## src/rtl/pdsup_pkg.sv

```systemverilog
package pdsup_pkg;

    localparam int unsigned PDSUP_NCH = 4;

    typedef enum logic {
        FRAMING_NARROW = 1'b0,
        FRAMING_WIDE   = 1'b1
    } framing_e;

endpackage

```

## src/rtl/pdsup_pin_qual.sv

```systemverilog
module pdsup_pin_qual #(
    parameter int unsigned PDN_QUAL = 16
) (
    input  logic clk,
    input  logic rst_n,
    input  logic pdn_pin,
    input  logic test_en,
    input  logic frame_edge,
    output logic pin_down
);

    localparam int unsigned CW = $clog2(PDN_QUAL + 1);
    localparam logic [CW-1:0] QUAL_W = CW'(PDN_QUAL);

    typedef struct packed {
        logic          meta;
        logic          sync;
        logic [CW-1:0] hi_run;
        logic [CW-1:0] lo_run;
        logic          down;
        logic          armed;
    } qual_st_t;

    qual_st_t st_d, st_q;

    always_comb begin
        st_d      = st_q;
        st_d.meta = pdn_pin;
        st_d.sync = st_q.meta;

        if (st_q.sync) begin
            st_d.hi_run = (st_q.hi_run == QUAL_W) ? st_q.hi_run : st_q.hi_run + 1'b1;
            st_d.lo_run = '0;
        end else begin
            st_d.hi_run = '0;
            st_d.lo_run = (st_q.lo_run == QUAL_W) ? st_q.lo_run : st_q.lo_run + 1'b1;
        end

        if (!st_q.down) begin
            st_d.armed = 1'b0;
            if (st_q.hi_run == QUAL_W && !test_en) begin
                st_d.down = 1'b1;
            end
        end else begin
            if (st_q.sync) begin
                st_d.armed = 1'b0;
            end else if (st_q.lo_run == QUAL_W) begin
                st_d.armed = 1'b1;
            end
            if (st_q.armed && !st_q.sync && frame_edge) begin
                st_d.down  = 1'b0;
                st_d.armed = 1'b0;
            end
        end
    end

    always_ff @(posedge clk or negedge rst_n) begin
        if (!rst_n) begin
            st_q <= '0;
        end else begin
            st_q <= st_d;
        end
    end

    assign pin_down = st_q.down;

    assert_entry_after_high_R1: assert property (@(posedge clk) disable iff (!rst_n)
        $rose(st_q.down) |-> $past(st_q.sync, 2));

    assert_test_blocks_entry_R2: assert property (@(posedge clk) disable iff (!rst_n)
        $rose(st_q.down) |-> !$past(test_en));

    assert_release_on_edge_R3: assert property (@(posedge clk) disable iff (!rst_n)
        $fell(st_q.down) |-> ($past(frame_edge) && !$past(st_q.sync)));

endmodule

```

## src/rtl/pdsup_sync_watch.sv

```systemverilog
module pdsup_sync_watch #(
    parameter int unsigned FRAME_CLKS       = 256,
    parameter int unsigned MISS_FRAMES      = 32,
    parameter int unsigned WIDE_MISS_FRAMES = 4
) (
    input  logic clk,
    input  logic rst_n,
    input  logic fsx,
    input  logic fsr,
    input  logic wide_mode,
    output logic frame_edge,
    output logic lost
);

    import pdsup_pkg::*;

    localparam int unsigned NARROW_LIM = FRAME_CLKS * MISS_FRAMES;
    localparam int unsigned WIDE_LIM   = FRAME_CLKS * WIDE_MISS_FRAMES;
    localparam int unsigned MAX_LIM    = (NARROW_LIM > WIDE_LIM) ? NARROW_LIM : WIDE_LIM;
    localparam int unsigned CW         = $clog2(MAX_LIM + 1);

    typedef struct packed {
        logic          fsx_p;
        logic          fsr_p;
        logic [CW-1:0] cnt;
        logic          lost;
    } watch_st_t;

    watch_st_t     st_d, st_q;
    logic [CW-1:0] limit;

    assign frame_edge = (fsx && !st_q.fsx_p) || (fsr && !st_q.fsr_p);
    assign limit = (framing_e'(wide_mode) == FRAMING_WIDE) ? CW'(WIDE_LIM) : CW'(NARROW_LIM);

    always_comb begin
        st_d       = st_q;
        st_d.fsx_p = fsx;
        st_d.fsr_p = fsr;
        if (frame_edge) begin
            st_d.cnt  = '0;
            st_d.lost = 1'b0;
        end else begin
            st_d.cnt  = (st_q.cnt >= limit) ? st_q.cnt : st_q.cnt + 1'b1;
            st_d.lost = (st_d.cnt >= limit);
        end
    end

    always_ff @(posedge clk or negedge rst_n) begin
        if (!rst_n) begin
            st_q.fsx_p <= 1'b0;
            st_q.fsr_p <= 1'b0;
            st_q.cnt   <= CW'(MAX_LIM);
            st_q.lost  <= 1'b1;
        end else begin
            st_q <= st_d;
        end
    end

    assign lost = st_q.lost;

    assert_recover_on_edge_R5: assert property (@(posedge clk) disable iff (!rst_n)
        $fell(st_q.lost) |-> $past(frame_edge));

    assert_no_loss_at_edge_R4: assert property (@(posedge clk) disable iff (!rst_n)
        $rose(st_q.lost) |-> !$past(frame_edge));

endmodule

```

## src/rtl/pdsup_top.sv

```systemverilog
module pdsup_top #(
    parameter int unsigned FRAME_CLKS       = 256,
    parameter int unsigned MISS_FRAMES      = 32,
    parameter int unsigned WIDE_MISS_FRAMES = 4,
    parameter int unsigned PDN_QUAL         = 16
) (
    input  logic       clk,
    input  logic       rst_n,
    input  logic [3:0] pdn_pin,
    input  logic       test_en,
    input  logic [3:0] fsx,
    input  logic [3:0] fsr,
    input  logic       wide_mode,
    input  logic       clk_present,
    output logic [3:0] ch_active,
    output logic [3:0] ch_oe,
    output logic       global_down
);

    import pdsup_pkg::*;

    localparam int unsigned NCH = PDSUP_NCH;

    typedef struct packed {
        logic [NCH-1:0] active;
        logic           gdown;
    } top_st_t;

    top_st_t        st_d, st_q;
    logic [NCH-1:0] src_x, src_r;
    logic [NCH-1:0] edge_w, lost_w, pin_down_w;
    logic           sync_gone;

    for (genvar i = 0; i < NCH; i++) begin : g_ch
        assign src_x[i] = wide_mode ? fsx[0] : fsx[i];
        assign src_r[i] = wide_mode ? fsr[0] : fsr[i];

        pdsup_sync_watch #(
            .FRAME_CLKS      (FRAME_CLKS),
            .MISS_FRAMES     (MISS_FRAMES),
            .WIDE_MISS_FRAMES(WIDE_MISS_FRAMES)
        ) u_watch (
            .clk       (clk),
            .rst_n     (rst_n),
            .fsx       (src_x[i]),
            .fsr       (src_r[i]),
            .wide_mode (wide_mode),
            .frame_edge(edge_w[i]),
            .lost      (lost_w[i])
        );

        pdsup_pin_qual #(
            .PDN_QUAL(PDN_QUAL)
        ) u_qual (
            .clk       (clk),
            .rst_n     (rst_n),
            .pdn_pin   (pdn_pin[i]),
            .test_en   (test_en),
            .frame_edge(edge_w[i]),
            .pin_down  (pin_down_w[i])
        );
    end

    assign sync_gone = wide_mode ? lost_w[0] : (&lost_w);

    always_comb begin
        st_d       = st_q;
        st_d.gdown = !clk_present || sync_gone || (&pin_down_w);
        for (int i = 0; i < NCH; i++) begin
            st_d.active[i] = !st_d.gdown && !pin_down_w[i] && !lost_w[i];
        end
    end

    always_ff @(posedge clk or negedge rst_n) begin
        if (!rst_n) begin
            st_q.active <= '0;
            st_q.gdown  <= 1'b1;
        end else begin
            st_q <= st_d;
        end
    end

    assign ch_active   = st_q.active;
    assign ch_oe       = st_q.active;
    assign global_down = st_q.gdown;

    assert_clock_loss_global_R9: assert property (@(posedge clk) disable iff (!rst_n)
        !clk_present |=> (global_down && ch_active == '0));

    assert_all_pins_global_R10: assert property (@(posedge clk) disable iff (!rst_n)
        (&pin_down_w) |=> global_down);

    assert_wide_loss_all_down_R6: assert property (@(posedge clk) disable iff (!rst_n)
        (wide_mode && lost_w[0]) |=> (ch_active == '0 && global_down));

    assert_pin_down_inactive_R8: assert property (@(posedge clk) disable iff (!rst_n)
        (pin_down_w != '0) |=> ((ch_oe & $past(pin_down_w)) == '0));

endmodule

```

## config.mk

```make
export PLATFORM = sky130hd
export DESIGN_NAME = pdsup_top
export DESIGN_NICKNAME = d
export VERILOG_FILES = /design/src/rtl/pdsup_pkg.sv /design/src/rtl/pdsup_pin_qual.sv /design/src/rtl/pdsup_sync_watch.sv /design/src/rtl/pdsup_top.sv
export SDC_FILE = /design/constraint.sdc
export NUM_CORES = 1
export LEC_CHECK = 0
export BUFFER_PORTS_ARGS = -buffer_cell sky130_fd_sc_hd__buf_2
export CELL_PAD_IN_SITES_DETAIL_PLACEMENT = 2
export CELL_PAD_IN_SITES_GLOBAL_PLACEMENT = 2
export CORE_AREA = 2 2 148 150
export CTS_CLUSTER_SIZE = 12
export DETAILED_ROUTE_END_ITERATION = 10
export DIE_AREA = 0 0 150 152
export PLACE_DENSITY_LB_ADDON = 0.1
export SETUP_SLACK_MARGIN = 0.3
export SLEW_MARGIN = 20
export SYNTH_ARGS = -nofsm -noshare
export SYNTH_HDL_FRONTEND = slang
export SYNTH_SLANG_ARGS = --single-unit
```

## constraint.sdc

```tcl
create_clock -name clk -period 3.79 [get_ports clk]
set_input_delay 0.379 -clock clk [delete_from_list [all_inputs] [get_ports clk]]
set_output_delay 0.379 -clock clk [all_outputs]
set_load 0.02 [all_outputs]
```

# Word-level counts from Yosys, hierarchy flattened
# Cells that the tools add are included.
# totals
reg_bits,129
latch_bits,0
mem_bits_rw,0
rom_bits,0
in_bits,17
output_inout_bits,9
word_cells,189
n_memories,0
# op_classes
addsub,12
mul,0
div_mod_pow,0
order_cmp,8
n_eq_ne,20
shift,0
muxes,48
n_bitwise,0
n_reduce_logical,59
# op_table
cell,count
$ge A14 B14 Y1,8
$mux W14,5
$mux W15,4
$add A14 B1 Y14 const B,4
$add A5 B1 Y5 const B,8
$eq A5 B5 Y1 const B,8
$mux W10,4
$mux W5,8
$logic_and A1 B1 Y1,28
$logic_not A1 Y1,23
$mux W1,19
$mux W2,8
$ne A4 B3 Y1 const B,4
$ne A2 B1 Y1 const B,4
$ne A2 B2 Y1 const B,4
$reduce_and A4 Y1,2
$logic_or A1 B1 Y1,6

# Longest topological paths before layout
# logic_depth
depth_word,7
mapped_depth,13
depth_no_buf,13

# By module
# From an unflattened synthesis, not the netlist that was laid out.
# unflattened
hier_cells,786
hier_area_um2,7747.4
# by_module_without_submodules
mod,instances,cells_each,area_per_inst_um2,seq_area_each_um2
pdsup_sync_watch at g_ch[0].u_watch ...,3,125,1144.8,427.9
pdsup_pin_qual,4,64,721.9,350.3
pdsup_sync_watch at g_ch[1].u_watch,1,124,1151.1,427.9
pdsup_top,1,31,274.0,126.4

# Worst setup path after synthesis
# OpenSTA, ideal clock, no wires.
# synth_timing
kind,flip-flop to flip-flop
startpoint,register g_ch[2].u_watch.st_q[11] in the netlist's numbering
endpoint,"register, netlist name g_ch[2].u_watch.lost"
setup_time_ns,0.091
arrival_time_ns,2.763
required_time_ns,3.699
setup_slack_ns,0.937
stages_incl_launch_ff,13
n_path_buf,0
period_less_slack_ns,2.853
path_cell_list,dfrtp_1 > inv_1 > ha_1 > or3b_4 > a2111oi_4 > and3_4 > and3_4 > xor2_2 > ha_1 > nand2_1 > nor3_1 > nand3_1 > o31ai_1
# synth_rtl
item,line_no,source
start: declaration,pdsup_sync_watch.sv:29,"watch_st_t st_d, st_q;"
start signal: assignment,pdsup_sync_watch.sv:55,st_q <= st_d;

==> impl_metrics.env <==
export IMPL_grtUsageTotal_pct=18.4
export IMPL_grt_max_degree=100
export IMPL_finClkSkew_ns=0.00948
export IMPL_cts_tree="yes"
export IMPL_clkTransAtPathRegs_ns=0.06
export IMPL_synth_top_cell_area_share_pct=41.1
export IMPL_dpl_hpwl_um=14000
export IMPL_cts_resized=0
export IMPL_numPortBuffers=25
export IMPL_die_h_um=152
export IMPL_synth_area_top_cells="dfrtp_1 (41%), ha_1 (6.8%), xnor2_1 (6.0%)"
export IMPL_p_total_uw=3900
export IMPL_wl_per_cell_um=17.8
export IMPL_placed_cells=1053
export IMPL_r2r_slack_ns=0.65
export IMPL_setup_slack_ns=0.650
export IMPL_synth_avg_cell_area_um2=9.51
export IMPL_yosysWarningCount=0
export IMPL_ys_seq_area_share_pct=44.3
export IMPL_clock_fmax_mhz=318
export IMPL_leakage_uw=0.00365
export IMPL_area_delta_synth_final_pct=14.5
export IMPL_post_synth_top_count_cell="dfrtp_1"
export IMPL_stdcell_count=1085
export IMPL_start_util_pct=34.2
export IMPL_coreArea_um2=21400
export IMPL_postSynthNetCount=825
export IMPL_drt_wl_total_um=19300
export IMPL_min_period_ns=3.14
export IMPL_worstSetupPathType="reg -> reg"
export IMPL_diodes=0
export IMPL_gr_total_overflow=0
export IMPL_cts_buffers_inserted=17
export IMPL_finalSetupTns_ns=0
export IMPL_critPathLaunchType="register"
export IMPL_first_pass_iters=6
export IMPL_cp_max_fo=6
export IMPL_maxSlewHeadroom_pct=35.7
export IMPL_tightestPinTransition_ns=0.951
export IMPL_via_per_inst=5.22
export IMPL_synth_edf_count=0
export IMPL_utilization_pct=39.2
export IMPL_grt_pass1_vias=6431
export IMPL_ctsHoldBuffers=0
export IMPL_dieArea_um2=22800
export IMPL_synth_cell_types=66
export IMPL_gp_congestion=0.804
export IMPL_layout_drive_gt1_share_pct=11.6
export IMPL_maxCapViolations=0
export IMPL_fp_dieW_um=150
export IMPL_crit_path_end_kind="register"
export IMPL_num_vias=5659
export IMPL_grt_first_pass_wirelength_um=33500
export IMPL_remaining_drc_errors=0
export IMPL_async_reset_ff_share_pct=100
export IMPL_drt_iter0_markers=197
export IMPL_clk_latency_ns=0.42
export IMPL_critPathArrivalTime_ns=3.46
export IMPL_worst_ep_required_time_ns=4.11
export IMPL_ys_flop_type="dfrtp_1"
export IMPL_cts_root_buf="clkbuf_16"
export IMPL_antenna_found_initial=0
export IMPL_powerDensity_nw_per_um2=466
export IMPL_num_rows=54
export IMPL_drv_slew=0
export IMPL_synthCells=768
export IMPL_synth_seq_cells=129
export IMPL_netlist_area_um2=7310
export IMPL_clock_sinks=129
export IMPL_vdd_drop_max_v=0.000298
export IMPL_io_pins=26
export IMPL_grt_setup_unrepaired="false"
export IMPL_synth_common_cells="dfrtp_1 (120), nor2_1 (99), inv_1 (53)"
export IMPL_synth_largest_area_cell="dfrtp_1"
export IMPL_final_antenna_net_count=0
export IMPL_h_tree_depth=4
export IMPL_cts_setup_buffers=0
export IMPL_cts_buffer_depth=2
export IMPL_hold_path_class="in -> async"
export IMPL_post_place_ws_ns=0.505
export IMPL_status="complete, no violations"
export IMPL_setup_viol=0
export IMPL_hold_viol_final=0
export IMPL_nNetsFinal=849
export IMPL_finalCritPeriodShare_pct=82.9
## cell usage in the layout (no fill, tap or decap), drive strengths merged, types with 4 or more instances in the layout
cell type / synthesis / final
mux2i: 16 / 16
dfrtp: 120 / 120
o22ai: 4 / 4
dfstp: 9 / 9
nor3b: 8 / 8
and4: 4 / 4
a21oi: 20 / 20
nor4bb: 6 / 6
clkbuf: 22 / 24
nand3: 47 / 47
ha: 40 / 40
o31ai: 8 / 8
buf: 7 / 34
xor2: 31 / 31
o2bb2ai: 4 / 4
o21ai: 12 / 12
and3: 18 / 18
or3: 4 / 4
nor2: 99 / 99
nor2b: 4 / 4
nand2: 46 / 46
nor4: 9 / 9
inv: 53 / 53
nand4: 15 / 15
clkinvlp: 0 / 4
or2: 9 / 9
and2: 17 / 17
nand3b: 6 / 6
xnor2: 50 / 50
nor3: 26 / 26
## registers in the layout, indices dropped and copies added, names as in the netlist
register / count
ch_active: 4
g_ch.u_qual.st_d: 4
g_ch.u_watch.st_q: 64
g_ch.u_qual.pin_down: 4
g_ch.u_qual.st_q: 48
global_down: 1
g_ch.u_watch.lost: 4
## cell families after synthesis
group / Yosys count / share of synthesized area, %
mux: 17 / 2.35
compound gates: 85 / 8.37
xor+xnor: 81 / 9.81
simple gates: 334 / 23.8
flops: 129 / 44.3
fa+ha+maj: 40 / 6.85
buf+inv: 82 / 4.47
## layout make-up
type                       instances  area, um^2
multi-input combinational        557        3740
inverter                          53         199
fill                            2370       13000
clock buffer                      24         512
sequential                       129        3240
clock inverter                     8         125
timing repair buffer              34         199
tap                              280         350
## per-layer routing
layer	part of all wire (%)	track usage (%)	up-vias	wire length (um)
met3	1.8	3.24	16	355
li1	-	-	2684	-
met2	51	32.0	40	9950
met1	46	23.3	2919	8810
met4	1.2	4.85	0	226
met5	0	0	-	0
## report_power, final
| group | switching, uW | internal (uW) |
|---|---|---|
| Sequential | 127 | 1470 |
| Clock | 616 | 1140 |
| Combinational | 333 | 216 |
## worst max-delay path: stages (launching register included)
cell,delay (ns)
dfrtp_1,0.43
inv_1,0.08
ha_1,0.14
or3b_4,0.41
a2111oi_4,0.55
and3_4,0.28
and3_4,0.19
xor2_2,0.06
ha_1,0.31
nand2_1,0.06
nor3_1,0.16
nand3_1,0.10
o31ai_1,0.26
## worst paths after layout
kind                            cells past startpoint                       to                      from
worst max-delay path                               12     g_ch[2].u_watch.lost  g_ch[2].u_watch.st_q[11]
worst min-delay path                                1   g_ch[1].u_qual.st_q[4]                     rst_n
worst max register to register                     12     g_ch[2].u_watch.lost  g_ch[2].u_watch.st_q[11]
min in group clk                                    1  g_ch[3].u_qual.st_d[12]                pdn_pin[3]
worst min register to register                      0  g_ch[0].u_qual.st_q[12]   g_ch[0].u_qual.st_d[12]
max in group asynchronous                           2  g_ch[2].u_watch.st_q[5]                     rst_n
## metrics by stage
step	hold slack, ns	area (um^2)
3_3_place_gp	0.342	7730
5_1_grt	0.0419	8370
4_1_cts	0.0408	8370
6_report	0.0566	8370
2_1_floorplan	0.0834	7310
3_5_place_dp	0.346	7730
Power figures use the tool's default switching activity.
